File: src/rtl/rtc_pkg.sv
package rtc_pkg;

    typedef enum logic [2:0] {
        FLD_SEC   = 3'd0,
        FLD_MIN   = 3'd1,
        FLD_HOUR  = 3'd2,
        FLD_WDAY  = 3'd3,
        FLD_DATE  = 3'd4,
        FLD_MONTH = 3'd5,
        FLD_YEAR  = 3'd6
    } field_e;

    typedef struct packed {
        logic       en;
        field_e     fld;
        logic [7:0] data;
    } wr_req_t;

    function automatic logic [7:0] bcd_inc(input logic [7:0] v);
        if (v[3:0] == 4'd9)
            return {v[7:4] + 4'd1, 4'd0};
        return {v[7:4], v[3:0] + 4'd1};
    endfunction

    function automatic logic is_leap(input logic [7:0] yr);
        logic odd_tens;
        odd_tens = yr[4];
        if (!odd_tens)
            return (yr[3:0] == 4'd0) || (yr[3:0] == 4'd4) || (yr[3:0] == 4'd8);
        return (yr[3:0] == 4'd2) || (yr[3:0] == 4'd6);
    endfunction

    function automatic logic [7:0] last_date(input logic [7:0] mon, input logic leap);
        case (mon)
            8'h02:                      return leap ? 8'h29 : 8'h28;
            8'h04, 8'h06, 8'h09, 8'h11: return 8'h30;
            default:                    return 8'h31;
        endcase
    endfunction

endpackage

File: src/rtl/subsec_divider.sv
module subsec_divider #(
    parameter int DIV = 32768
) (
    input  logic clk,
    input  logic rst,
    input  logic tick_en,
    input  logic halt,
    input  logic clear,
    output logic sec_tick
);
    localparam int CW = (DIV > 2) ? $clog2(DIV) : 1;
    localparam logic [CW-1:0] LAST = CW'(DIV - 1);

    logic [CW-1:0] cnt_q;
    logic          running;

    assign running  = tick_en && !halt;
    assign sec_tick = running && !clear && (cnt_q == LAST);

    always_ff @(posedge clk) begin
        if (rst)
            cnt_q <= '0;
        else if (clear)
            cnt_q <= '0;
        else if (running)
            cnt_q <= (cnt_q == LAST) ? '0 : cnt_q + 1'b1;
    end

    // a halted divider keeps its count
    assert_halt_hold_R2: assert property (@(posedge clk) disable iff (rst)
        (halt && !clear) |=> $stable(cnt_q));

    // the cycle after a restart can never produce an advance (DIV >= 2)
    assert_clear_restart_R3: assert property (@(posedge clk) disable iff (rst)
        clear |=> !sec_tick);

endmodule

File: src/rtl/time_of_day_chain.sv
module time_of_day_chain
    import rtc_pkg::*;
(
    input  logic       clk,
    input  logic       rst,
    input  logic       adv,
    input  wr_req_t    wr,
    output logic [7:0] sec_q,
    output logic [7:0] min_q,
    output logic [7:0] hour_q,
    output logic       day_carry
);
    logic       sec_wrap, min_wrap, min_step, hour_step;
    logic [7:0] sec_inc, min_inc, h12_inc, h24_inc;
    logic [7:0] hour_nx;
    logic       hour_day;

    assign sec_wrap = (sec_q[6:0] == 7'h59);
    assign min_wrap = (min_q[6:0] == 7'h59);
    assign sec_inc  = bcd_inc({1'b0, sec_q[6:0]});
    assign min_inc  = bcd_inc({1'b0, min_q[6:0]});
    assign h12_inc  = bcd_inc({3'b000, hour_q[4:0]});
    assign h24_inc  = bcd_inc({2'b00, hour_q[5:0]});
    assign min_step = adv && sec_wrap;
    assign hour_step = min_step && min_wrap;

    always_comb begin
        hour_nx  = hour_q;
        hour_day = 1'b0;
        if (hour_q[6]) begin
            if (hour_q[4:0] == 5'h12) begin
                hour_nx = {hour_q[7:5], 5'h01};
            end else if (hour_q[4:0] == 5'h11) begin
                hour_nx  = {hour_q[7:6], ~hour_q[5], 5'h12};
                hour_day = hour_q[5];
            end else begin
                hour_nx = {hour_q[7:5], h12_inc[4:0]};
            end
        end else begin
            if (hour_q[5:0] == 6'h23) begin
                hour_nx  = {hour_q[7:6], 6'h00};
                hour_day = 1'b1;
            end else begin
                hour_nx = {hour_q[7:6], h24_inc[5:0]};
            end
        end
    end

    assign day_carry = hour_step && hour_day;

    always_ff @(posedge clk) begin
        if (rst) begin
            sec_q  <= 8'h00;
            min_q  <= 8'h00;
            hour_q <= 8'h00;
        end else begin
            if (wr.en && wr.fld == FLD_SEC)
                sec_q <= wr.data;
            else if (adv)
                sec_q <= {sec_q[7], sec_wrap ? 7'h00 : sec_inc[6:0]};

            if (wr.en && wr.fld == FLD_MIN)
                min_q <= wr.data;
            else if (min_step)
                min_q <= {min_q[7], min_wrap ? 7'h00 : min_inc[6:0]};

            if (wr.en && wr.fld == FLD_HOUR)
                hour_q <= wr.data;
            else if (hour_step)
                hour_q <= hour_nx;
        end
    end

    // seconds roll from 59 to 00
    assert_sec_wrap_R4: assert property (@(posedge clk) disable iff (rst)
        (adv && sec_q[6:0] == 7'h59 && !wr.en) |=> (sec_q[6:0] == 7'h00));

    // 11:59:59 PM steps to 12 AM
    assert_pm_to_am_R6: assert property (@(posedge clk) disable iff (rst)
        (adv && hour_q == 8'h71 && min_q == 8'h59 && sec_q[6:0] == 7'h59 && !wr.en)
        |=> (hour_q == 8'h52));

    // 23:59:59 in 24-hour format starts a new day
    assert_midnight_carry_R5: assert property (@(posedge clk) disable iff (rst)
        (adv && hour_q == 8'h23 && min_q == 8'h59 && sec_q[6:0] == 7'h59) |-> day_carry);

endmodule

File: src/rtl/calendar_chain.sv
module calendar_chain
    import rtc_pkg::*;
(
    input  logic       clk,
    input  logic       rst,
    input  logic       new_day,
    input  wr_req_t    wr,
    output logic [7:0] wday_q,
    output logic [7:0] date_q,
    output logic [7:0] month_q,
    output logic [7:0] year_q
);
    logic [7:0] month_end;
    logic       date_wrap, month_step, year_step;

    assign month_end  = last_date(month_q, is_leap(year_q));
    assign date_wrap  = (date_q == month_end);
    assign month_step = new_day && date_wrap;
    assign year_step  = month_step && (month_q == 8'h12);

    always_ff @(posedge clk) begin
        if (rst) begin
            wday_q  <= 8'h01;
            date_q  <= 8'h01;
            month_q <= 8'h01;
            year_q  <= 8'h00;
        end else begin
            if (wr.en && wr.fld == FLD_WDAY)
                wday_q <= wr.data;
            else if (new_day)
                wday_q <= (wday_q == 8'h07) ? 8'h01 : bcd_inc(wday_q);

            if (wr.en && wr.fld == FLD_DATE)
                date_q <= wr.data;
            else if (new_day)
                date_q <= date_wrap ? 8'h01 : bcd_inc(date_q);

            if (wr.en && wr.fld == FLD_MONTH)
                month_q <= wr.data;
            else if (month_step)
                month_q <= (month_q == 8'h12) ? 8'h01 : bcd_inc(month_q);

            if (wr.en && wr.fld == FLD_YEAR)
                year_q <= wr.data;
            else if (year_step)
                year_q <= (year_q == 8'h99) ? 8'h00 : bcd_inc(year_q);
        end
    end

    // weekday 7 wraps to 1
    assert_wday_wrap_R7: assert property (@(posedge clk) disable iff (rst)
        (new_day && wday_q == 8'h07 && !wr.en) |=> (wday_q == 8'h01));

    // leap February reaches its 29th day
    assert_leap_feb_R9: assert property (@(posedge clk) disable iff (rst)
        (new_day && month_q == 8'h02 && date_q == 8'h28 && year_q == 8'h24 && !wr.en)
        |=> (date_q == 8'h29));

    // end of year 99 wraps to year 00
    assert_year_wrap_R10: assert property (@(posedge clk) disable iff (rst)
        (new_day && month_q == 8'h12 && date_q == 8'h31 && year_q == 8'h99 && !wr.en)
        |=> (year_q == 8'h00 && month_q == 8'h01));

endmodule

File: src/rtl/rtc_calendar_core.sv
module rtc_calendar_core
    import rtc_pkg::*;
#(
    parameter int DIV = 32768
) (
    input  logic       clk,
    input  logic       rst,
    input  logic       tick_32k,
    input  logic       wr_en,
    input  logic [2:0] wr_addr,
    input  logic [7:0] wr_data,
    output logic [7:0] sec_o,
    output logic [7:0] min_o,
    output logic [7:0] hour_o,
    output logic [7:0] wday_o,
    output logic [7:0] date_o,
    output logic [7:0] month_o,
    output logic [7:0] year_o
);
    wr_req_t wr;
    logic    sec_tick, new_day, sec_load;

    assign wr.en    = wr_en;
    assign wr.fld   = field_e'(wr_addr);
    assign wr.data  = wr_data;
    assign sec_load = wr_en && (wr_addr == 3'd0);

    subsec_divider #(.DIV(DIV)) u_div (
        .clk      (clk),
        .rst      (rst),
        .tick_en  (tick_32k),
        .halt     (sec_o[7]),
        .clear    (sec_load),
        .sec_tick (sec_tick)
    );

    time_of_day_chain u_tod (
        .clk       (clk),
        .rst       (rst),
        .adv       (sec_tick),
        .wr        (wr),
        .sec_q     (sec_o),
        .min_q     (min_o),
        .hour_q    (hour_o),
        .day_carry (new_day)
    );

    calendar_chain u_cal (
        .clk     (clk),
        .rst     (rst),
        .new_day (new_day),
        .wr      (wr),
        .wday_q  (wday_o),
        .date_q  (date_o),
        .month_q (month_o),
        .year_q  (year_o)
    );

    // with the halt bit set and no write, the seconds byte holds
    assert_halt_freeze_R2: assert property (@(posedge clk) disable iff (rst)
        (sec_o[7] && !wr_en) |=> $stable(sec_o));

    // a written byte is stored as given
    assert_write_store_R11: assert property (@(posedge clk) disable iff (rst)
        (wr_en && wr_addr == 3'd4) |=> (date_o == $past(wr_data)));

endmodule

File: config.mk
export PLATFORM = sky130hd
export DESIGN_NAME = rtc_calendar_core
export DESIGN_NICKNAME = d
export VERILOG_FILES = /design/src/rtl/rtc_pkg.sv /design/src/rtl/subsec_divider.sv /design/src/rtl/time_of_day_chain.sv /design/src/rtl/calendar_chain.sv /design/src/rtl/rtc_calendar_core.sv
export SDC_FILE = /design/constraint.sdc
export NUM_CORES = 1
export LEC_CHECK = 0
export CORE_ASPECT_RATIO = 0.5
export CORE_UTILIZATION = 60
export CTS_CLUSTER_SIZE = 20
export DETAILED_ROUTE_END_ITERATION = 12
export DONT_BUFFER_PORTS = 1
export PLACE_DENSITY = 0.85
export SYNTH_ARGS = -nofsm -noshare
export SYNTH_HDL_FRONTEND = slang
export SYNTH_SLANG_ARGS = --single-unit
File: constraint.sdc
create_clock -name clk -period 8.7 [get_ports clk]
set_input_delay 2.175 -clock clk [delete_from_list [all_inputs] [get_ports clk]]
set_output_delay 2.175 -clock clk [all_outputs]
set_load 0.02 [all_outputs]
# --- After elaboration in Yosys (flattened, before gate mapping) ---
# Index checks and enable logic that the tools add are counted.
totals:
  regBits: 71
op_classes:
  addsub: 16
  eq_ne: 35
  n_mux: 67
  n_bitwise: 1
  n_reduce_logical: 46
ops:
  columns: ["operator", "n"]
  rows:
  - ["$mux W8", 26]
  - ["$mux W7", 8]
  - ["$add A4 B1 Y4 const B", 11]
  - ["$eq A4 B4 Y1 const B", 8]
  - ["$mux W1", 25]
  - ["$eq A8 B3 Y1 const B", 3]
  - ["$mux W6", 4]
  - ["$reduce_bool A3 Y1", 6]
  - ["$eq A8 B5 Y1 const B", 2]
  - ["$pmux W8 S2", 1]
  - ["$add A15 B1 Y15 const B", 1]
  - ["$eq A15 B15 Y1 const B", 1]
  - ["$logic_and A1 B1 Y1", 15]
  - ["$mux W15", 1]
  - ["$eq A7 B7 Y1 const B", 2]
  - ["$reduce_bool A2 Y1", 7]
  - ["$reduce_and A2 Y1", 6]
  - ["$eq A5 B5 Y1 const B", 2]
  - ["$mux W5", 2]
  - ["$eq A3 B3 Y1 const B", 3]
  - ["$eq A4 B3 Y1 const B", 2]
  - ["$eq A8 B2 Y1 const B", 1]
  - ["$eq A8 B4 Y1 const B", 1]
  - ["$eq A8 B8 Y1", 1]
  - ["other kinds (20)", 26]

# --- Logic depth before layout (Yosys ltp) ---
depth:
  depth_word: 17
  depth_mapped: 12

# --- By module ---
# From an unflattened synthesis, not the netlist that was laid out.
unflattened:
  cells_unflattened: 585
  area_unflattened_um2: 4787.1
by_module_without_submodules:
  columns: ["module", "instances", "cells_each", "area_per_inst_um2", "seq_area_each_um2"]
  rows:
  - ["calendar_chain", 1, 303, 2429.8, 640.6]
  - ["time_of_day_chain", 1, 196, 1611.5, 480.5]
  - ["subsec_divider", 1, 85, 730.7, 300.3]
  - ["rtc_calendar_core", 1, 1, 15.0, 0.0]

# --- Worst setup path after synthesis ---
# Ideal clock, no wire load.
synth_path:
  path_type: "input port to flip-flop"
  start: "input port tick_32k"
  end: "register u_cal.wday_q[6]"
  setup_time_ns: 0.117
  arrival_ns: 4.063
  setup_slack_ns: 4.520
  stages: 9
  cell_sequence: "and3b_1 -> nand2_1 -> or4_4 -> buf_6 -> or2_2 -> buf_2 -> a21oi_4 -> o21ai_0 -> a32o_1"
synth_via:
  elab_chain_cells: 8
synth_lines:
  columns: ["element", "line", "rtl"]
  rows:
  - ["start: declaration", "rtc_calendar_core.sv:8", "input logic tick_32k,"]
  - ["$logic_and A1 B1 Y1", "subsec_divider.sv:17", "assign running = tick_en && !halt;"]
  - ["$logic_and A1 B1 Y1 (2 in a row)", "subsec_divider.sv:18", "assign sec_tick = running && !clear && (cnt_q == LAST);"]
  - ["$logic_and A1 B1 Y1", "time_of_day_chain.sv:24", "assign min_step = adv && sec_wrap;"]
  - ["$logic_and A1 B1 Y1", "time_of_day_chain.sv:25", "assign hour_step = min_step && min_wrap;"]
  - ["$logic_and A1 B1 Y1", "time_of_day_chain.sv:49", "assign day_carry = hour_step && hour_day;"]
  - ["$reduce_bool A2 Y1 (no source line)", null, null]
  - ["$reduce_and A2 Y1 (no source line)", null, null]
  - ["end signal: assignment", "calendar_chain.sv:29", "wday_q <= wr.data;"]
  - ["end signal: assignment", "calendar_chain.sv:31", "wday_q <= (wday_q == 8'h07) ? 8'h01 : bcd_inc(wday_q);"]
  - ["end: declaration", "calendar_chain.sv:8", "output logic [7:0] wday_q,"]
# Every way passes these cells.
# A chain may end at the register's enable or synchronous reset.

# --- Worst setup path after layout ---
layout_path:
  start: "input port wr_en"
  end: "register u_cal.year_q[7]"
layout_via:
  elab_chain_cells: 11
layout_lines:
  columns: ["element", "line", "rtl"]
  rows:
  - ["start: declaration", "rtc_calendar_core.sv:9", "input logic wr_en,"]
  - ["$logic_and A1 B1 Y1", "rtc_calendar_core.sv:26", "assign sec_load = wr_en && (wr_addr == 3'd0);"]
  - ["$logic_not A1 Y1", "subsec_divider.sv:18", null]
  - ["$logic_and A1 B1 Y1 (2 in a row)", "subsec_divider.sv:18", null]
  - ["$logic_and A1 B1 Y1", "time_of_day_chain.sv:24", null]
  - ["$logic_and A1 B1 Y1", "time_of_day_chain.sv:25", null]
  - ["$logic_and A1 B1 Y1", "time_of_day_chain.sv:49", null]
  - ["$logic_and A1 B1 Y1", "calendar_chain.sv:18", "assign month_step = new_day && date_wrap;"]
  - ["$logic_and A1 B1 Y1", "calendar_chain.sv:19", "assign year_step = month_step && (month_q == 8'h12);"]
  - ["$reduce_bool A2 Y1 (no source line)", null, null]
  - ["$reduce_and A2 Y1 (no source line)", null, null]
  - ["end signal: assignment", "calendar_chain.sv:44", "year_q <= wr.data;"]
  - ["end signal: assignment", "calendar_chain.sv:46", "year_q <= (year_q == 8'h99) ? 8'h00 : bcd_inc(year_q);"]
  - ["end: declaration", "calendar_chain.sv:11", "output logic [7:0] year_q"]
# Parallel ways exist; a longest one is shown, timed or not.

==> metrics.md <==
| Metric | Value |
|---|---|
| Status | finished clean |
| Initial antenna violation count | 0 |
| CP Class | input port to flop |
| Startpoint types | input port |
| Final Cycle Share | 48.5% |
| Remaining routing DRC violations | 0 |
| GRT overflow | 0 |
| Max IR drop VDD | slightly above 0.0001 V |
| Top-area cell type share of the netlist area | roughly a third |
| RR Startpoint | u_cal.month_q[4]$_SDFFE_PP0P_ |
| Vias per cell | 6.45 |
| Crit path largest cell delay | about 0.62 ns |
| Worst hold endpoint | u_div.cnt_q[14]$_SDFFE_PP0N_ |
| Clock sinks | about 70 |
| Crit-path max FO | 14 |
| Fmax | between 200 and 250 MHz |
| Slew @ Worst Pin | 0.993 ns |
| Hold Vio Cnt, Final | 0 |
| Chip height | 62.7 um |
| ANT cells | 0 |
| Synth area leader | dfxtp_1 |
| I/O pin count | 71 |
| Via Count | roughly 4.2k |
| Worst Path Arrival | 4.46 ns |
| Hold buffers post-CTS | 0 |
| Max Slew Vio Count | 0 |
| Die X | ~120 um |
| Worst slew margin | 33.7% |
| Cells after DPL | 629 |
| Clock Skews | a little over 0.006 ns |
| Number of global-route vias before repair | between 3k and 4k |
| Row count | 21 |
| Starting DRC count in detailed routing | around 260 |
| Mapped Cells | ~560 |
| Largest net degree at the start of global routing | between 50 and 60 |
| Initial Util | 64.1% |
| Max H-tree Level | 3 |
| CP max-delay cell | or4_4 |
| PortBufs | 0 |
| Required @ worst endpoint | ~9 ns |
| Root buf cell | clkbuf_16 |
| Layout cell share with drive strength beyond 1 | between 4 and 5% |
| Max_cap viols | 0 |
| HP Class | flop to flop |
| GPL Wtd Cong | 0.888 |
| Post-Syn Area | 4420 um^2 |
| Crit path buffers/inverters | 0 |
| Synth cell types | 63 |
| Cell Chain, Critical Path | or4b_1 -> nand2_1 -> or4_4 -> nor2_8 -> nand4_4 -> or4_1 -> a311oi_1 |
| Worst flop-to-flop path endpoint | u_cal.year_q[7]$_SDFFE_PP0P_ |
| Hold Path Cell Cnt | 2 |
| Cts repair resizes | 0 |
| Clock buffer depth | 2 |
| Leading post-synthesis cells by cell area | dfxtp_1, ha_1, nor2_1, o21ai_0, nand2_1 |
| Yosys reg bits | a little over 70 |
| Crit. End Element | flop |
| Design Power | 0.788 mW |
| Seq/Total Area, Yosys | between 30 and 40% |
| CTS buffer count | 9 |
| First-pass GRT wire length | around 18 mm |
| Leak | ~1.6 nW |
| Setup TNS | 0 ns |
| Synth-to-layout area growth | 7.17% |
| Clock latency at the later pin of the worst-skew pair | 0.34 ns |
| CTS tree | yes |
| Post-route ant nets | 0 |
| Synthesized area per cell | about 7.8 um^2 |
| Setup violators final | 0 |
| Drt pass-1 iters | 5 |
| Hold_sp | u_div.cnt_q[14]$_SDFFE_PP0N_ |
| Period minus WS final | roughly 4.2 ns |
| Post-CTS setup buffer count | 0 |
| Worst-path clk slew | about 0.060 ns |
| FF-to-FF setup slack | about 5.3 ns |
| FFs w/ async S/R, synth | 0% |
| PwrDens | around 170 nW/um^2 |
| Post-synth EDFFs | 0 |
| Finished Layout Cells | ~650 |
| Die area | 7730 um^2 |
| Reg2Reg Depth | 9 |
| RSZ-0062 raised after global routing | no |
| Total Routing Usage GR | a little under a third |
| Warning count from the yosys run | 0 |
| Family with the most delay on the worst path | simple AND/OR/NAND/NOR gates |
| Synthesized Nets | 598 |
| WL per Instance | approximately 17 um |
| Final net count | about 580 |
| Top FF cell, synth | dfxtp_1 |
| Post-DP HPWL | about 7.7 mm |
| Total Wirelength | between 10 and 15 mm |
| Core footprint | 6880 um^2 |
worst min-delay path, cell delays in order (launching register included):
cell and delay [ns]:
dfxtp_1 0.36, a21oi_1 0.05, nor2_1 0.07
area by class of cell:
| cell class | count | area, um^2 |
|---|---|---|
| fill | 564 | 2150 |
| multi-input combinational | 442 | 2790 |
| sequential | 71 | 1420 |
| timing repair buffer | 1 | 7.51 |
| clock inverter | 2 | 37.5 |
| clock buffer | 14 | 274 |
| tap | 92 | 115 |
| inverter | 23 | 86.3 |
cell usage in the layout (no fill, tap or decap), types with 6 or more instances in the layout:
cell       count
dfxtp_1       71
nor2_1        66
nand2_1       43
o21ai_0       36
a21oi_1       30
nor3_1        29
nand3_1       27
inv_1         23
ha_1          20
a211oi_1      19
xor2_1        15
nor2b_1       12
nand4_1       11
a31oi_1       10
xnor2_1        9
clkbuf_16      9
and3_1         8
mux2i_1        8
nand2b_1       8
nand3b_1       6
a311oi_1       6
and2_1         6
registers in the layout, summed over array words and instances, names as in the netlist:
register,cells
u_cal.date_q,8
u_cal.month_q,8
u_tod.min_q,8
u_cal.wday_q,8
u_div.cnt_q,15
u_cal.year_q,8
u_tod.sec_q,8
u_tod.hour_q,8
synth_stat cells, types with 2 or more instances:
| cell | count |
|---|---|
| nor3b_1 | 5 |
| nor2b_1 | 12 |
| buf_2 | 3 |
| a32oi_1 | 5 |
| nand2_1 | 43 |
| buf_6 | 2 |
| or3_1 | 5 |
| nand4b_1 | 2 |
| nor4_1 | 5 |
| nand4_1 | 11 |
| o22ai_1 | 3 |
| a211o_1 | 2 |
| a22oi_1 | 5 |
| and3b_1 | 5 |
| dfxtp_1 | 71 |
| and2_1 | 6 |
| a21oi_1 | 30 |
| a211oi_1 | 19 |
| xor2_1 | 15 |
| mux2i_1 | 8 |
| and3_1 | 8 |
| clkbuf_1 | 21 |
| nand3_1 | 27 |
| o211ai_1 | 3 |
| nor4b_1 | 3 |
| a311oi_1 | 6 |
| nand3b_1 | 6 |
| nor3_1 | 29 |
| nor2_1 | 66 |
| nand2b_1 | 8 |
| a221oi_1 | 2 |
| o21ai_0 | 36 |
| or4_1 | 3 |
| ha_1 | 20 |
| inv_1 | 23 |
| xnor2_1 | 9 |
| a31oi_1 | 10 |
metal layers:
layer	part of all wire, %	track usage, %	wire length [um]
met3	9.6	13.2	1080
met1	43	38.8	4910
met5	0	0	0
met4	3.3	13.4	373
met2	44	45.5	4920
worst max-delay path by stage:
stage | start | endpoint | slack (ns) | cells past startpoint
after floorplan | tick_32k | u_cal.wday_q[6]$_SDFFE_PP0P_ | 4.52 | 9
after global placement | wr_en | u_cal.year_q[7]$_SDFFE_PP0P_ | 4.23 | 7
after detailed placement | wr_en | u_cal.year_q[7]$_SDFFE_PP0P_ | 4.15 | 7
after CTS | wr_en | u_cal.year_q[7]$_SDFFE_PP0P_ | 4.53 | 7
after global routing | wr_en | u_cal.year_q[7]$_SDFFE_PP0P_ | 4.36 | 7
final | wr_en | u_cal.year_q[7]$_SDFFE_PP0P_ | 4.48 | 7
per-stage QoR:
stage	area (um^2)	setup WS, ns	hold WS, ns	util (%)
global placement	4420	4.23	0.493	64.2
global route	4730	4.36	0.548	68.7
finish	4730	4.48	0.523	68.7
detailed placement	4420	4.15	0.503	64.2
floorplan	4420	4.52	0.472	-
CTS	4730	4.53	0.517	68.7
cells by family after synthesis:
kind of cell	after synthesis	share of synthesized area, %
AO/OA/AOI/OAI	130	18.9
XOR/XNOR	24	4.76
adder cells (fa/ha/maj)	20	5.67
buffers and inverters	50	4.76
flip-flops	71	32.2
multiplexers	10	2.41
AND/OR/NAND/NOR	258	31.3
report_power, final:
group / total, mW / switching, mW / internal [mW]
Combinational: 0.0444 / 0.0254 / 0.0190
Sequential: 0.359 / 0.0251 / 0.334
Clock: 0.385 / 0.139 / 0.246
Total: 0.788 / 0.189 / 0.599
(Power assumes the default switching activity.)
